[src/rtl/stat_bank_pkg.sv]
package stat_bank_pkg;
   localparam int unsigned CTL_W = 4;

   // control word, bit 3 down to bit 0
   typedef struct packed {
      logic strobe;
      logic clear;
      logic freeze;
      logic warn_en;
   } ctl_cmd_t;
endpackage

[src/rtl/stat_ctl_reg.sv]
module stat_ctl_reg
   import stat_bank_pkg::*;
(
   input  logic             clk,
   input  logic             rst_n,
   input  logic             wr_en,
   input  logic [CTL_W-1:0] wr_data,
   output logic             warn_en_o,
   output logic             freeze_o,
   output logic             clear_o,
   output logic             strobe_o
);
   ctl_cmd_t cmd;
   assign cmd = ctl_cmd_t'(wr_data);

   always_ff @(posedge clk or negedge rst_n) begin
      if (!rst_n) begin
         warn_en_o <= 1'b0;
         freeze_o  <= 1'b0;
      end else if (wr_en) begin
         warn_en_o <= cmd.warn_en;
         freeze_o  <= cmd.freeze;
      end
   end

   // self-clearing actions exist only in the write cycle
   assign clear_o  = wr_en & cmd.clear;
   assign strobe_o = wr_en & cmd.strobe;

   assert_level_hold_R10: assert property (@(posedge clk) disable iff (!rst_n)
      !wr_en |=> ($stable(warn_en_o) && $stable(freeze_o)));
endmodule

[src/rtl/stat_counter.sv]
module stat_counter #(
   parameter int unsigned CNT_W  = 16,
   parameter int unsigned THRESH = 32'hC000
) (
   input  logic             clk,
   input  logic             rst_n,
   input  logic             event_i,
   input  logic             freeze_i,
   input  logic             strobe_i,
   input  logic             clear_i,
   input  logic             rd_hit_i,
   output logic [CNT_W-1:0] cnt_o,
   output logic             at_thr_o
);
   localparam logic [CNT_W-1:0] THR_V = CNT_W'(THRESH);

   if ((THRESH >> CNT_W) != 0 || THRESH == 0) begin : g_bad_thresh
      $error("stat_counter: THRESH must be nonzero and fit in CNT_W bits");
   end
   if (CNT_W < 2 || CNT_W > 31) begin : g_bad_width
      $error("stat_counter: CNT_W out of range");
   end

   logic bump;
   assign bump     = (event_i & ~freeze_i) | strobe_i;
   assign at_thr_o = (cnt_o == THR_V);

   always_ff @(posedge clk or negedge rst_n) begin
      if (!rst_n) begin
         cnt_o <= '0;
      end else if (clear_i) begin
         cnt_o <= '0;
      end else if (rd_hit_i) begin
         cnt_o <= {{(CNT_W-1){1'b0}}, bump};
      end else if (bump && !at_thr_o) begin
         cnt_o <= cnt_o + CNT_W'(1);
      end
   end

   assert_no_overflow_R8: assert property (@(posedge clk) disable iff (!rst_n)
      cnt_o <= THR_V);
   assert_clear_zero_R6: assert property (@(posedge clk) disable iff (!rst_n)
      clear_i |=> (cnt_o == '0));
   assert_freeze_hold_R5: assert property (@(posedge clk) disable iff (!rst_n)
      (freeze_i && !strobe_i && !clear_i && !rd_hit_i) |=> $stable(cnt_o));
   assert_read_event_R4: assert property (@(posedge clk) disable iff (!rst_n)
      (rd_hit_i && !clear_i && event_i && !freeze_i) |=> (cnt_o == CNT_W'(1)));
   assert_step_R2: assert property (@(posedge clk) disable iff (!rst_n)
      (event_i && !freeze_i && !clear_i && !rd_hit_i && (cnt_o < THR_V))
      |=> (cnt_o == $past(cnt_o) + CNT_W'(1)));
endmodule

[src/rtl/stat_irq.sv]
module stat_irq #(
   parameter int unsigned NUM_CNT = 4
) (
   input  logic               warn_en_i,
   input  logic [NUM_CNT-1:0] at_thr_i,
   output logic               irq_o
);
   assign irq_o = warn_en_i & (|at_thr_i);
endmodule

[src/rtl/mac_stat_bank.sv]
module mac_stat_bank
   import stat_bank_pkg::*;
#(
   parameter int unsigned NUM_CNT = 4,
   parameter int unsigned CNT_W   = 16,
   parameter int unsigned THRESH  = 32'hC000,
   parameter bit          RD_REG  = 1'b1,
   localparam int unsigned AW     = (NUM_CNT > 1) ? $clog2(NUM_CNT) : 1
) (
   input  logic               clk,
   input  logic               rst_n,
   input  logic [NUM_CNT-1:0] evt_i,
   input  logic               ctl_wr_i,
   input  logic [CTL_W-1:0]   ctl_data_i,
   input  logic               rd_en_i,
   input  logic [AW-1:0]      rd_addr_i,
   output logic [CNT_W-1:0]   rd_data_o,
   output logic               irq_o
);
   if (NUM_CNT < 1 || NUM_CNT > 64) begin : g_bad_count
      $error("mac_stat_bank: NUM_CNT out of range");
   end

   logic warn_en, freeze, clr_p, stb_p;
   logic [CNT_W-1:0]   cnt_arr [NUM_CNT];
   logic [NUM_CNT-1:0] at_thr;
   logic [CNT_W-1:0]   rd_mux;

   stat_ctl_reg u_ctl (
      .clk       (clk),
      .rst_n     (rst_n),
      .wr_en     (ctl_wr_i),
      .wr_data   (ctl_data_i),
      .warn_en_o (warn_en),
      .freeze_o  (freeze),
      .clear_o   (clr_p),
      .strobe_o  (stb_p)
   );

   for (genvar g = 0; g < NUM_CNT; g++) begin : g_cnt
      logic rd_hit;
      assign rd_hit = rd_en_i && (rd_addr_i == AW'(g));
      stat_counter #(.CNT_W(CNT_W), .THRESH(THRESH)) u_cnt (
         .clk      (clk),
         .rst_n    (rst_n),
         .event_i  (evt_i[g]),
         .freeze_i (freeze),
         .strobe_i (stb_p),
         .clear_i  (clr_p),
         .rd_hit_i (rd_hit),
         .cnt_o    (cnt_arr[g]),
         .at_thr_o (at_thr[g])
      );
   end

   always_comb begin
      rd_mux = '0;
      for (int i = 0; i < NUM_CNT; i++) begin
         if (rd_addr_i == AW'(i)) rd_mux = cnt_arr[i];
      end
   end

   if (RD_REG) begin : g_rd_flop
      always_ff @(posedge clk or negedge rst_n) begin
         if (!rst_n)       rd_data_o <= '0;
         else if (rd_en_i) rd_data_o <= rd_mux;
      end
      assert_read_value_R3: assert property (@(posedge clk) disable iff (!rst_n)
         rd_en_i |=> (rd_data_o == $past(rd_mux)));
   end else begin : g_rd_comb
      assign rd_data_o = rd_mux;
   end

   stat_irq #(.NUM_CNT(NUM_CNT)) u_irq (
      .warn_en_i (warn_en),
      .at_thr_i  (at_thr),
      .irq_o     (irq_o)
   );

   assert_irq_clear_R9: assert property (@(posedge clk) disable iff (!rst_n)
      clr_p |=> !irq_o);
endmodule

[config.mk]
export PLATFORM = sky130hd
export DESIGN_NAME = mac_stat_bank
export DESIGN_NICKNAME = d
export VERILOG_FILES = /design/src/rtl/stat_bank_pkg.sv /design/src/rtl/stat_ctl_reg.sv /design/src/rtl/stat_counter.sv /design/src/rtl/stat_irq.sv /design/src/rtl/mac_stat_bank.sv
export SDC_FILE = /design/constraint.sdc
export NUM_CORES = 1
export LEC_CHECK = 0
export BUFFER_PORTS_ARGS = -buffer_cell sky130_fd_sc_hd__buf_2
export CORE_ASPECT_RATIO = 1.25
export CORE_MARGIN = 4
export CORE_UTILIZATION = 50
export CTS_CLUSTER_DIAMETER = 100
export DETAILED_ROUTE_END_ITERATION = 16
export PLACE_DENSITY = 0.75
export SLEW_MARGIN = 20
export SYNTH_ARGS = -nofsm -noshare
export SYNTH_HDL_FRONTEND = slang
export SYNTH_SLANG_ARGS = --single-unit
[constraint.sdc]
create_clock -name clk -period 1.9 [get_ports clk]
set_clock_uncertainty 0.05 [all_clocks]
set_input_delay 0.19 -clock clk [delete_from_list [all_inputs] [get_ports clk]]
set_output_delay 0.19 -clock clk [all_outputs]
set_load 0.005 [all_outputs]
# After elaboration in Yosys (flattened, before gate mapping)
# Index checks and enable logic that the tools add are counted.
[totals] reg_bits=82 in_bits=14 wordCells=64
[op_classes] add_sub_neg=4 eq_ne=7 mux=16 bitwise_logic=12 reduce_logical=18
[ops] operator="$mux 16" count=16
[ops] operator="$add 16x1->16 const B" count=4
[ops] operator="$eq 16x16->1 const B" count=4
[ops] operator="$reduce_bool 3->1" count=4
[ops] operator="$logic_and 1x1->1" count=8
[ops] operator="$and 1x1->1" count=7
[ops] operator="$eq 2x2->1 const B" count=2
[ops] operator="$logic_not 1->1" count=4
[ops] operator="$or 1x1->1" count=4
[ops] operator="$reduce_or 4->1" count=1
[ops] operator="$eq 2x1->1 const B" count=1
[ops] operator="$logic_not 2->1" count=1
[ops] operator="$not 1->1" count=1

# Depth between registers and ports, before layout
# Gate-level depths: netlist of the first run.
[depth] word_depth=7 ltp_mapped=7 mapped_depth_nobuf=6

# Hierarchy
# Synthesis of the first run repeated with hierarchy kept, for this count alone.
[hier_totals] cells_unflattened=507 hier_area_um2=4901.0
[by_module_without_submodules] module="stat_counter" instances=4 cells_per_inst=101 area_per_inst_um2=923.4 seq_area_each_um2=400.4
[by_module_without_submodules] module="mac_stat_bank" instances=1 cells_per_inst=96 area_per_inst_um2=1108.6 seq_area_each_um2=400.4
[by_module_without_submodules] module="stat_ctl_reg" instances=1 cells_per_inst=6 area_per_inst_um2=87.6 seq_area_each_um2=50.0
[by_module_without_submodules] module="stat_irq" instances=1 cells_per_inst=1 area_per_inst_um2=11.3 seq_area_each_um2=0.0

# Worst setup path before layout of the first run
# Ideal clock, no wire load.
[synth_timing] path_kind="register -> register" startpoint="register g_cnt[0].u_cnt.cnt_o[0]" endpoint="register g_cnt[0].u_cnt.cnt_o[7]" setup_ps=125 arrival_ps=1849 path_slack_ps=-124 stages_incl_launch_ff=8 path_buffers=1 path_cell_list="dfrtp_1 -> inv_1 -> ha_1 -> and3b_1 -> and4_1 -> buf_2 -> nor4_1 -> mux2_2"
[synth_via] elab_chain_len=4 elab_cells_between_ends=8 cone_classes="1 x add/sub; 1 x eq/ne; 3 x mux; 3 x reduce/logical"
[synth_rtl] element="from (decl)" line="stat_counter.sv:12" source="output logic [CNT_W-1:0] cnt_o,"
[synth_rtl] element="from (signal assigned)" line="stat_counter.sv:34" source="cnt_o <= {{(CNT_W-1){1'b0}}, bump};"
[synth_rtl] element="from (signal assigned)" line="stat_counter.sv:36" source="cnt_o <= cnt_o + CNT_W'(1);"
[synth_rtl] element="$add 16x1->16 / $eq 16x16->1 (equally long branches)" line="stat_counter.sv:36, stat_counter.sv:26"
[synth_rtl] element="$mux 16 / $logic_not 1->1 (equally long branches)" line="stat_counter.sv:35" source="end else if (bump && !at_thr_o) begin"
[synth_rtl] element="$mux 16 / $logic_and 1x1->1 (equally long branches)" line="stat_counter.sv:33, stat_counter.sv:35"
[synth_rtl] element="$mux 16 / $reduce_bool 3->1 (equally long branches)"
# Parallel ways exist; a longest one is shown, timed or not. The select of a mux whose other input is x is not followed.
# A chain may end at the register's enable or synchronous reset.

# Worst setup path in the final report of the first run
[layout_timing] startpoint="register g_cnt[2].u_cnt.cnt_o[1]" endpoint="output port irq_o"
[layout_via] elab_chain_len=3
[layout_rtl] element="from (decl)" line="stat_counter.sv:12"
[layout_rtl] element="from (signal assigned)" line="stat_counter.sv:34"
[layout_rtl] element="from (signal assigned)" line="stat_counter.sv:36"
[layout_rtl] element="$eq 16x16->1" line="stat_counter.sv:26" source="assign at_thr_o = (cnt_o == THR_V);"
[layout_rtl] element="$reduce_or 4->1" line="stat_irq.sv:8" source="assign irq_o = warn_en_i & (|at_thr_i);"
[layout_rtl] element="$and 1x1->1" line="stat_irq.sv:8"
[layout_rtl] element="to (decl)" line="mac_stat_bank.sv:18" source="output logic irq_o"
# Every way passes these cells.

==> impl_metrics.yaml, run 1 <==
clocking:
  cts_root_buffer: "clkbuf_16"
  clk_latency_ps: 340
  cts_tree: "done"
  clock_sinks: 82
  cts_buffers: 9
  htree_levels: 3
  clockBufferDepth: 2
  clkTransAtPathRegs_ps: 60
worst_setup_path:
  worstReg2RegStart: "g_cnt[2].u_cnt.cnt_o[5]"
  path_class: "flip-flop to primary output"
  required_ps: 1660
  r2r_slack_ps: -110
  timing.rr.end: "g_cnt[2].u_cnt.cnt_o[13]"
  critPathMaxFanout: 3
  r2r_cells: 5
  arrival_ps: 1890
  cp-end-kind: "primary output"
  start_kind: "flip-flop"
synthesis:
  ys_seq_elements: 82
  synthArstFlopShare_pct: 100
  ys_warn_count: 0
  synth_cell_types: 52
  yosys.area.top_type: "dfrtp_1"
  synth_edf_count: 0
  synth.top_cells.by_count: "dfrtp_1 (82), a21oi_1 (47), nand2_1 (32)"
  synth_cells: 496
  yosys-top-cells-area: "dfrtp_1 (42%), mux4_2 (7.3%), a21oi_1 (4.8%)"
  synth.most_common_cell: "dfrtp_1"
  yosysSeqAreaShare_pct: 41.8
  synth_top_area_share_pct: 41.8
  synth_ff_type: "dfrtp_1"
  syn_nets: 518
  synth_area_sq_um: 4910
  avgSynthCellArea_sq_um: 9.91
global_routing:
  gr-usage-all-layers_pct: 25.7
  grt_pass1_wl_microns: 23500
  antenna_found_initial: 0
  gr-total-overflow: 0
  grt_pass1_vias: 4647
  grt_max_degree: 56
drt:
  ant_nets: 0
  wl_microns: 15800
  avgViaCountPerCell: 6.58
  routedWlPerCell_microns: 21.4
  first_pass_iters: 5
  drc: 0
  drt_iter0_drc: 418
  num_vias: 4846
finish:
  syn2layout_area_growth_pct: 32.0
  stdcell_count: 737
  multi_input_area_sq_um: 3000
  final_nets: 628
  layout-drive-gt1-share_pct: 39.1
  fillers: 718
  postLayoutCellArea_sq_um: 6490
  antennaDiodeCount: 0
  seq_area_sq_um: 2060
power_and_ir_drop:
  switching_share_pct: 26.4
  p_total_mw: 4.23
  p_int_mw: 3.11
  p_comb_share_pct: 15.8
  p_switching_mw: 1.12
  pwr-share-seq_pct: 44.0
  peakVddDrop_mv: 0.439
  clockPowerShare_pct: 40.3
  p_leak_nw: 2.76
  p_per_area_nw_per_um2: 652
worst_hold_path:
  hp-start: "ctl_data_i[0]"
  worstHoldPathCells: 2
  holdCritPathClass: "input pin to flip-flop"
  holdPathEnd: "u_ctl.warn_en_o"
placed_design:
  place_congestion: 0.976
  port_buffers: 30
  post_dp_cell_area_sq_um: 5730
  hpwl_microns: 10400
  dp.cells: 704
timing:
  slew_violations: 0
  final_hold_viol_count: 0
  rsz0062_at_grt: "yes"
  slew_headroom_pct: 63.1
  fin_tns_setup_ps: -721
  setup_slack_ps: -231
  post-route-period-util_pct: 112
  setup_viol: 8
  worst_slew_pin_slew_ps: 540
  clock.fmax_mhz: 469
  fin_crit_ps: 2130
job:
  drv_cap: 0
floorplan:
  core-area_sq_um: 9610
  die_h_microns: 119
  fp.dieW_microns: 96.7
  io_pins: 31
  num_rows: 40
  die-area_sq_um: 11500
  start_util_pct: 51.1
outcome:
  status: "finished, violations left"
  violations: "negative setup slack"
-- logic make-up after synthesis --
logic type      share of synthesized area (%)
compound gates                           15.2
xor+xnor                                 1.43
fa+ha+maj                                2.04
buf+inv                                  3.67
flops                                    41.8
mux                                      12.7
simple gates                             23.2
-- layout make-up --
cell class / instances / share of cell area (%)
inverters: 20 / 1.16
repair buffers: 123 / 14.0
well taps: 126 / 2.43
flip-flops and latches: 82 / 31.8
multi-input cells: 370 / 46.3
clock inverters: 3 / 0.617
clock buffers: 13 / 3.70
-- layer usage --
metal | track usage (%) | wire length [microns] | up-vias
li1 | - | - | 2133
met1 | 32.2 | 5920 | 2403
met2 | 43.4 | 8020 | 262
met3 | 4.69 | 1200 | 48
met4 | 11.8 | 626 | 0
met5 | 0 | 0 | -
-- stage by stage --
stage | hold slack (ps) | utilization, % | setup slack, ps
4_1_cts | 26.9 | 64.0 | -219
6_report | 36.7 | 67.5 | -231
3_5_place_dp | 87.7 | 59.6 | -81.7
3_3_place_gp | 82.1 | 59.6 | -53.3
5_1_grt | 40.1 | 67.5 | -274
2_1_floorplan | -156 | - | 20.7
-- worst max path at each step --
stage / startpoint / to / slack [ps] / cells past startpoint
floorplan: g_cnt[0].u_cnt.cnt_o[0] / g_cnt[0].u_cnt.cnt_o[7] / 20 / 7
global placement: g_cnt[3].u_cnt.cnt_o[12] / irq_o / -50 / 5
detailed placement: g_cnt[2].u_cnt.cnt_o[0] / g_cnt[2].u_cnt.cnt_o[15] / -80 / 7
CTS: g_cnt[1].u_cnt.cnt_o[0] / irq_o / -220 / 6
global route: g_cnt[2].u_cnt.cnt_o[1] / irq_o / -270 / 7
finish: g_cnt[2].u_cnt.cnt_o[1] / irq_o / -230 / 7
-- critical path, cell delays in order, from the launching register on --
cell and delay (ps):
dfrtp_1 380, inv_1 60, ha_2 160, and3b_1 190, and4_4 180, buf_4 140, o41a_1 310, buf_2 130
-- power by group through the flow --
| stage | Clock [mW] | Combinational (mW) | Sequential (mW) |
|---|---|---|---|
| CTS | 1.72 | 0.602 | 1.85 |
| detailed placement | 0 | 0.582 | 1.88 |
| global placement | 0 | 0.570 | 1.88 |
| finish | 1.70 | 0.667 | 1.86 |
| floorplan | 0 | 0.297 | 1.89 |
| global route | 1.80 | 0.719 | 1.87 |
-- placed cells by master, fill, tap and decap left out, drive strengths merged, types with 5 or more instances in the layout --
cell type,instances
buf,122
dfrtp,82
a21oi,47
nand2,33
nand3,31
o21ai,26
or4,23
o31ai,20
inv,20
or3,19
nor2,19
mux2,19
mux4,16
clkbuf,13
nor4,11
and4,9
nand4,8
ha,8
and2,7
xnor2,7
and3,7
and3b,6
mux2i,5
nor4b,5
nand2b,5
-- state kept, by name, indices dropped and copies added, names as in the netlist --
signal and count:
rd_data_o 16, u_ctl.freeze_o 1, g_cnt.u_cnt.cnt_o 64, u_ctl.warn_en_o 1
-- timing repair --
action / CTS / global route
buffers inserted: 3 / 13
gates cloned: 1 / 1
setup endpoints to repair: 23 / 34
pin swaps: 6 / 23
hold buffers: 1 / 0
endpoints found under the hold margin: 27 / 0
gates resized for setup: 21 / 64
Note: power is estimated with default switching activity, not from simulation.
==> run 2: changes to the inputs <==
--- a/config.mk
+++ b/config.mk
@@ -5,12 +5,15 @@
 export SDC_FILE = /design/constraint.sdc
 export NUM_CORES = 1
 export LEC_CHECK = 0
+export ABC_AREA = 1
 export BUFFER_PORTS_ARGS = -buffer_cell sky130_fd_sc_hd__buf_2
 export CORE_ASPECT_RATIO = 1.25
 export CORE_MARGIN = 4
 export CORE_UTILIZATION = 50
 export CTS_CLUSTER_DIAMETER = 100
+export CTS_CLUSTER_SIZE = 25
 export DETAILED_ROUTE_END_ITERATION = 16
+export GPL_ROUTABILITY_DRIVEN = 0
 export PLACE_DENSITY = 0.75
 export SLEW_MARGIN = 20
 export SYNTH_ARGS = -nofsm -noshare
==> run 2 against run 1 <==
  * The run ends with negative hold slack, negative setup slack left
  * Utilization fell by 7.6 points
  * Clock-buffer cell count is 2 lower
  * First-iteration DRC count increased by 9.1%
  * Synthesized area is 9.3% higher
  * Non-clock buffer count is 47 lower
  * Sequential power up 6%
  * Sequential share of layout area rose by 0.80 points
  * Register-to-register slack better by 230 ps
  * Wire length is 1.6% lower
  * Worst hold slack got worse by 42 ps
  * Largest cell class unchanged
  * Largest power group unchanged
==> impl_metrics.yaml, run 2 <==
clocking:
  clock_sinks: 82
  cts_buffers: 9
  clk_latency_ps: 350
  cts_tree: "done"
  clockBufferDepth: 2
  cts_root_buffer: "clkbuf_16"
  clkTransAtPathRegs_ps: 60
  htree_levels: 3
worst_setup_path:
  timing.rr.end: "g_cnt[1].u_cnt.cnt_o[14]"
  worstPathCellList: "inv_1, ha_1, nand3b_1, nor2_1, nand2_1, a31oi_1, buf_2"
  worstReg2RegStart: "g_cnt[1].u_cnt.cnt_o[1]"
  arrival_ps: 1680
  cp-end-kind: "primary output"
  r2r_cells: 9
  required_ps: 1660
  path_class: "flip-flop to primary output"
  r2r_slack_ps: 120
  critPathMaxFanout: 3
  cp_slowest_cell: "dfrtp_1"
  start_kind: "flip-flop"
  max_stage_delay_ps: 400
finish:
  final_nets: 877
  largest_reg_flops: 64
  final_common_cell: "nand2_1"
  syn2layout_area_growth_pct: 17.8
  final_cell_mix: "nand2_1 (221), nor2_1 (132), dfrtp_1 (76)"
  final_util_pct: 59.9
  layout-drive-gt1-share_pct: 17.3
  reg_top3: "g_cnt.u_cnt.cnt_o (64), rd_data_o (16)"
  antennaDiodeCount: 0
  regMostFlops: "g_cnt.u_cnt.cnt_o"
power_and_ir_drop:
  p_per_area_nw_per_um2: 757
  p_leak_nw: 2.89
  peakVddDrop_mv: 0.456
floorplan:
  core-area_sq_um: 10600
  io_pins: 31
  num_rows: 42
  fp.dieW_microns: 101
  die-area_sq_um: 12500
  die_h_microns: 124
  start_util_pct: 50.9
placed_design:
  port_buffers: 30
  hpwl_microns: 11200
  dp_slack_ps: 104
global_routing:
  gr-total-overflow: 0
  antenna_found_initial: 0
  gr-usage-all-layers_pct: 25.8
  grt_pass1_wl_microns: 25300
  grt_pass1_vias: 5249
  grt_max_degree: 83
synthesis:
  synth.most_common_cell: "nand2_1"
  synth.top_cells.by_count: "nand2_1 (224), nor2_1 (138), dfrtp_1 (82)"
  syn_nets: 811
  synth_compound_area_share_pct: 12.0
  synth-simple-area-share_pct: 39.4
  synth_cell_types: 37
  synth_edf_count: 0
  yosysSeqAreaShare_pct: 38.2
  ys_seq_elements: 82
  synth_mux_area_share_pct: 0
  synth_area_sq_um: 5370
  yosys-top-cells-area: "dfrtp_1 (38%), nand2_1 (16%), nor2_1 (9.6%)"
  synth_top_family_by_area: "simple AND/OR/NAND/NOR gates"
  synthXorXnorAreaFrac_pct: 0.489
  yosys.area.top_type: "dfrtp_1"
  synth_cells: 789
  avgSynthCellArea_sq_um: 6.81
  ys_warn_count: 0
  synthAdderAreaFrac_pct: 1.86
  synth_top_area_share_pct: 38.2
  synthArstFlopShare_pct: 100
  synth_ff_type: "dfrtp_1"
drt:
  first_pass_iters: 5
  drt_iter0_drc: 456
  wl_microns: 15500
  drc: 0
  avgViaCountPerCell: 5.68
  ant_nets: 0
  num_vias: 5639
  routedWlPerCell_microns: 15.6
timing:
  slew_headroom_pct: 70.1
  worst_slew_pin_slew_ps: 449
  slew_violations: 0
  post-route-period-util_pct: 101
  fin_tns_setup_ps: -21.2
  whs_ps: -5.74
  fin_crit_ps: 1920
  setup_viol: 1
  setup_slack_ps: -21.2
  clock.fmax_mhz: 521
  rsz0062_at_grt: "yes"
  final_hold_viol_count: 1
worst_hold_path:
  hp-start: "ctl_data_i[0]"
  worstHoldPathCells: 3
  holdPathEnd: "u_ctl.warn_en_o"
  holdCritPathClass: "input pin to flip-flop"
job:
  drv_cap: 0
outcome:
  violations: "negative hold slack, negative setup slack"
  status: "finished, violations left"
[run 2: cell count changes in the layout (fill, tap and decap cells not counted), sizes merged, moves of 19 or more]
cell and delta:
nand2 +206, o31ai -20, a21oi -27, nor2 +125
or4 -23, mux2 -19, or3 -19, inv +59
nand3 +30, buf -47, nand4 +20, o21ai +20
[run 2: kinds of logic (layout without fill, tap and decap cells)]
group	Yosys count	count (layout)
AOI/OAI and AO/OA	111	111
xor gates and xnor gates	3	3
adders and majority gates	8	8
buffers and inverters	101	172
DFF	82	82
and+or+nand+nor	484	484
[run 2: area by class of cell]
cell class                 instances  area, sq um
fill                             917         4240
multi-input combinational        606         2960
sequential                        82         2060
timing repair buffer              76          513
inverter                          80          312
clock buffer                      11          243
tap                              132          165
clock inverter                     5         77.6
[run 2: timing repair]
item                                   4_1_cts  5_1_grt
hold buffers                                 1        0
pin swaps                                    5        2
gates resized for setup                     17       10
setup buffers                               12        3
setup endpoints to repair                    1       10
endpoints found under the hold margin       82        0
[run 2: worst max-delay path by stage]
| stage | from | to | slack [ps] | cells after the start |
|---|---|---|---|---|
| after floorplan | g_cnt[1].u_cnt.cnt_o[0] | g_cnt[1].u_cnt.cnt_o[13] | 260 | 11 |
| after global placement | g_cnt[1].u_cnt.cnt_o[0] | g_cnt[1].u_cnt.cnt_o[14] | 180 | 8 |
| after detailed placement | g_cnt[1].u_cnt.cnt_o[0] | g_cnt[1].u_cnt.cnt_o[14] | 100 | 8 |
| after CTS | g_cnt[2].u_cnt.cnt_o[0] | irq_o | 5 | 9 |
| after global routing | g_cnt[3].u_cnt.cnt_o[1] | irq_o | -70 | 7 |
| final | g_cnt[3].u_cnt.cnt_o[1] | irq_o | -20 | 7 |
[run 2: where the power goes]
group,total [mW],internal (mW),leakage (nW),switching [mW]
clock,1.93,1.18,0.156,0.743
combinational,0.886,0.345,1.64,0.540
sequential,1.98,1.86,1.09,0.111
total,4.79,3.39,2.89,1.39
[run 2: critical path, delay by kind of cell, from the launching register on]
kind	cells	cell delay (ps)
adder cells (fa/ha/maj)	1	170
buffers and inverters	2	220
AND/OR/NAND/NOR	3	340
AO/OA/AOI/OAI	1	210
flip-flops	1	400
[run 2: per-layer routing]
layer  vias up  wire (microns)  track usage (%)
li1       2714               -                -
met1      2622            6140             31.9
met2       257            7630             43.4
met3        46            1140             3.36
met4         0             598             14.2
met5         -               0                0
[run 2: through the flow]
| step | cells | total power [mW] | instance area (sq um) |
|---|---|---|---|
| final | 992 | 4.79 | 6330 |
| after floorplan | 789 | 2.49 | 5370 |
| after CTS | 989 | 4.74 | 6270 |
| after global routing | 992 | 4.97 | 6330 |
| after detailed placement | 960 | 2.72 | 5810 |
| after global placement | 960 | 2.70 | 5810 |
==> run 3: changes to the inputs <==
--- a/config.mk
+++ b/config.mk
@@ -18,4 +18,5 @@
 export SLEW_MARGIN = 20
 export SYNTH_ARGS = -nofsm -noshare
 export SYNTH_HDL_FRONTEND = slang
+export SYNTH_HIERARCHICAL = 1
 export SYNTH_SLANG_ARGS = --single-unit
==> run 3 against run 2 <==
  * Combinational power increased by 19%
  * Largest cell class unchanged
  * Critical endpoint unchanged
  * The flow finishes with violations (negative setup slack)
  * Sequential cell count unchanged
  * Worst setup slack got worse by 140 ps
==> impl_metrics.yaml, run 3 <==
finish:
  syn2layout_area_growth_pct: 18.6
  fillers: 1082
  seq_area_sq_um: 2060
  final_cell_mix: "nand2_1 (260), nor2_1 (133), nand3_1 (98)"
  final_util_pct: 60.7
  reg_top3: "g_cnt.u_cnt/cnt_o (64), rd_data_o (16)"
  layout-drive-gt1-share_pct: 22.1
  largest_reg_flops: 64
  final_common_cell: "nand2_1"
  multi_input_area_sq_um: 3500
  antennaDiodeCount: 0
  final_nets: 972
  regMostFlops: "g_cnt.u_cnt/cnt_o"
timing:
  final_hold_viol_count: 0
  slew_headroom_pct: 64.0
  worst_slew_pin_slew_ps: 539
  fin_crit_ps: 2060
  rsz0062_at_grt: "yes"
  setup_slack_ps: -161
  slew_violations: 0
  clock.fmax_mhz: 485
  post-route-period-util_pct: 108
  whs_ps: 50.8
  fin_tns_setup_ps: -161
  setup_viol: 1
worst_setup_path:
  cp_top_family: "simple AND/OR/NAND/NOR gates"
  cp_num_buf_inv: 2
  cp_slowest_cell: "dfrtp_1"
  max_stage_delay_ps: 490
  cp-end-kind: "primary output"
  path_class: "flip-flop to primary output"
  required_ps: 1660
  worstPathCellList: "inv_1, nand3_1, nor4_2, nor2_2, a21oi_2, buf_2"
  arrival_ps: 1820
  critPathMaxFanout: 7
  start_kind: "flip-flop"
worst_hold_path:
  holdCritPathClass: "input pin to flip-flop"
placed_design:
  hpwl_microns: 12000
  dp_slack_ps: 69.5
  port_buffers: 30
clocking:
  clock_sinks: 82
  htree_levels: 3
  cts_buffers: 9
  cts_tree: "done"
  clk_latency_ps: 350
  clkTransAtPathRegs_ps: 70
  clockBufferDepth: 2
  cts_root_buffer: "clkbuf_16"
global_routing:
  gr-usage-all-layers_pct: 24.8
  gr-usage-met1_pct: 31.7
  gr-total-overflow: 0
  busiest_layer: "met2"
  grt_max_degree: 42
  grt_pass1_wl_microns: 27200
  grt_pass1_vias: 5463
  met3_usage_pct: 5.34
  use_met2_pct: 39.9
  antenna_found_initial: 0
drt:
  num_vias: 6036
  avgViaCountPerCell: 5.41
  drt_iter0_drc: 505
  drc: 0
  ant_nets: 0
  first_pass_iters: 6
  wl_microns: 16600
  routedWlPerCell_microns: 14.9
floorplan:
  die_h_microns: 130
  start_util_pct: 51.2
  io_pins: 31
  num_rows: 44
  core-area_sq_um: 11700
  fp.dieW_microns: 106
  die-area_sq_um: 13800
synthesis:
  synth_cell_types: 31
  synth_cells: 861
  yosys-top-cells-area: "dfrtp_1 (34%), nand2_1 (16%), nor2_1 (8.7%)"
  synth.most_common_cell: "nand2_1"
  syn_nets: 883
  synth.top_cells.by_count: "nand2_1 (260), nor2_1 (138), nand3_1 (100)"
  synth_edf_count: 0
  synthArstFlopShare_pct: 100
  ys_warn_count: 6
  avgSynthCellArea_sq_um: 6.94
  synth_top_area_share_pct: 34.3
  synth_ff_type: "dfrtp_1"
  ys_seq_elements: 82
  yosys.area.top_type: "dfrtp_1"
  synth_area_sq_um: 5970
  yosysSeqAreaShare_pct: 34.3
outcome:
  violations: "negative setup slack"
  status: "finished, violations left"
power_and_ir_drop:
  p_leak_nw: 3.42
  peakVddDrop_mv: 0.454
  p_total_mw: 5.00
  p_per_area_nw_per_um2: 705
job:
  drv_cap: 0
-- run 3: cell count changes after synthesis, moves of 13 or more --
cell,change
nand3_1,+39
nand2_2,+14
a21oi_1,-15
o21ai_1,-13
nor2_2,+14
o21ai_2,+16
o22ai_1,-16
nand2_1,+36
-- run 3: cells by family after synthesis --
| group | synth area share [%] |
|---|---|
| compound gates | 7.12 |
| fa+ha+maj | 1.68 |
| buf+inv | 8.61 |
| xor+xnor | 1.76 |
| flops | 34.3 |
| simple gates | 46.5 |
-- run 3: cell type report --
type / instances / share of cell area [%]
Clock inverter: 7 / 1.40
Tap cell: 161 / 2.84
Clock buffer: 9 / 3.18
Sequential cell: 82 / 29.1
Multi-Input combinational cell: 681 / 49.5
Inverter: 83 / 4.68
Timing Repair Buffer: 93 / 9.29
-- run 3: worst paths after layout --
| kind | end | start | slack (ps) | cells past startpoint |
|---|---|---|---|---|
| setup / recovery | irq_o | g_cnt[1].u_cnt/cnt_o[12] | -160 | 6 |
| hold / removal | u_ctl/freeze_o | ctl_wr_i | 50 | 3 |
| setup reg to reg | g_cnt[2].u_cnt/cnt_o[14] | g_cnt[2].u_cnt/cnt_o[1] | 150 | 10 |
| hold reg to reg | rd_data_o[7] | rd_data_o[7] | 430 | 2 |
| max in group asynchronous | g_cnt[3].u_cnt/cnt_o[3] | rst_n | 900 | 3 |
| min in group asynchronous | g_cnt[2].u_cnt/cnt_o[12] | rst_n | 320 | 2 |
-- run 3: metal layers --
| layer | part of all wire, % | routed length [microns] |
|---|---|---|
| met1 | 41 | 6750 |
| met3 | 7.5 | 1240 |
| met2 | 47 | 7880 |
| met5 | 0 | 0 |
| met4 | 4.6 | 759 |
-- run 3: what timing repair did --
item / 4_1_cts / 5_1_grt
gates cloned: 0 / 0
endpoints found under the setup margin: 1 / 2
setup buffers: 3 / 7
hold buffers: 3 / 0
endpoints found under the hold margin: 40 / 0
pin swaps: 7 / 5
gates resized for setup: 12 / 20
-- run 3: worst min-delay path, stage by stage --
cell and delay, ps:
buf_2 120, nand2_1 60, nand2_1 50
-- run 3: power breakdown --
group | switching, mW | internal (mW) | total (mW)
registers | 0.127 | 1.87 | 1.99
logic | 0.634 | 0.413 | 1.05
clock network | 0.793 | 1.16 | 1.95
total | 1.55 | 3.44 | 5.00
-- run 3: through the flow --
step | cells | cell area, sq um
CTS | 1109 | 6960
finish | 1116 | 7080
floorplan | 861 | 5970
global placement | 1087 | 6550
global route | 1116 | 7080
detailed placement | 1087 | 6550
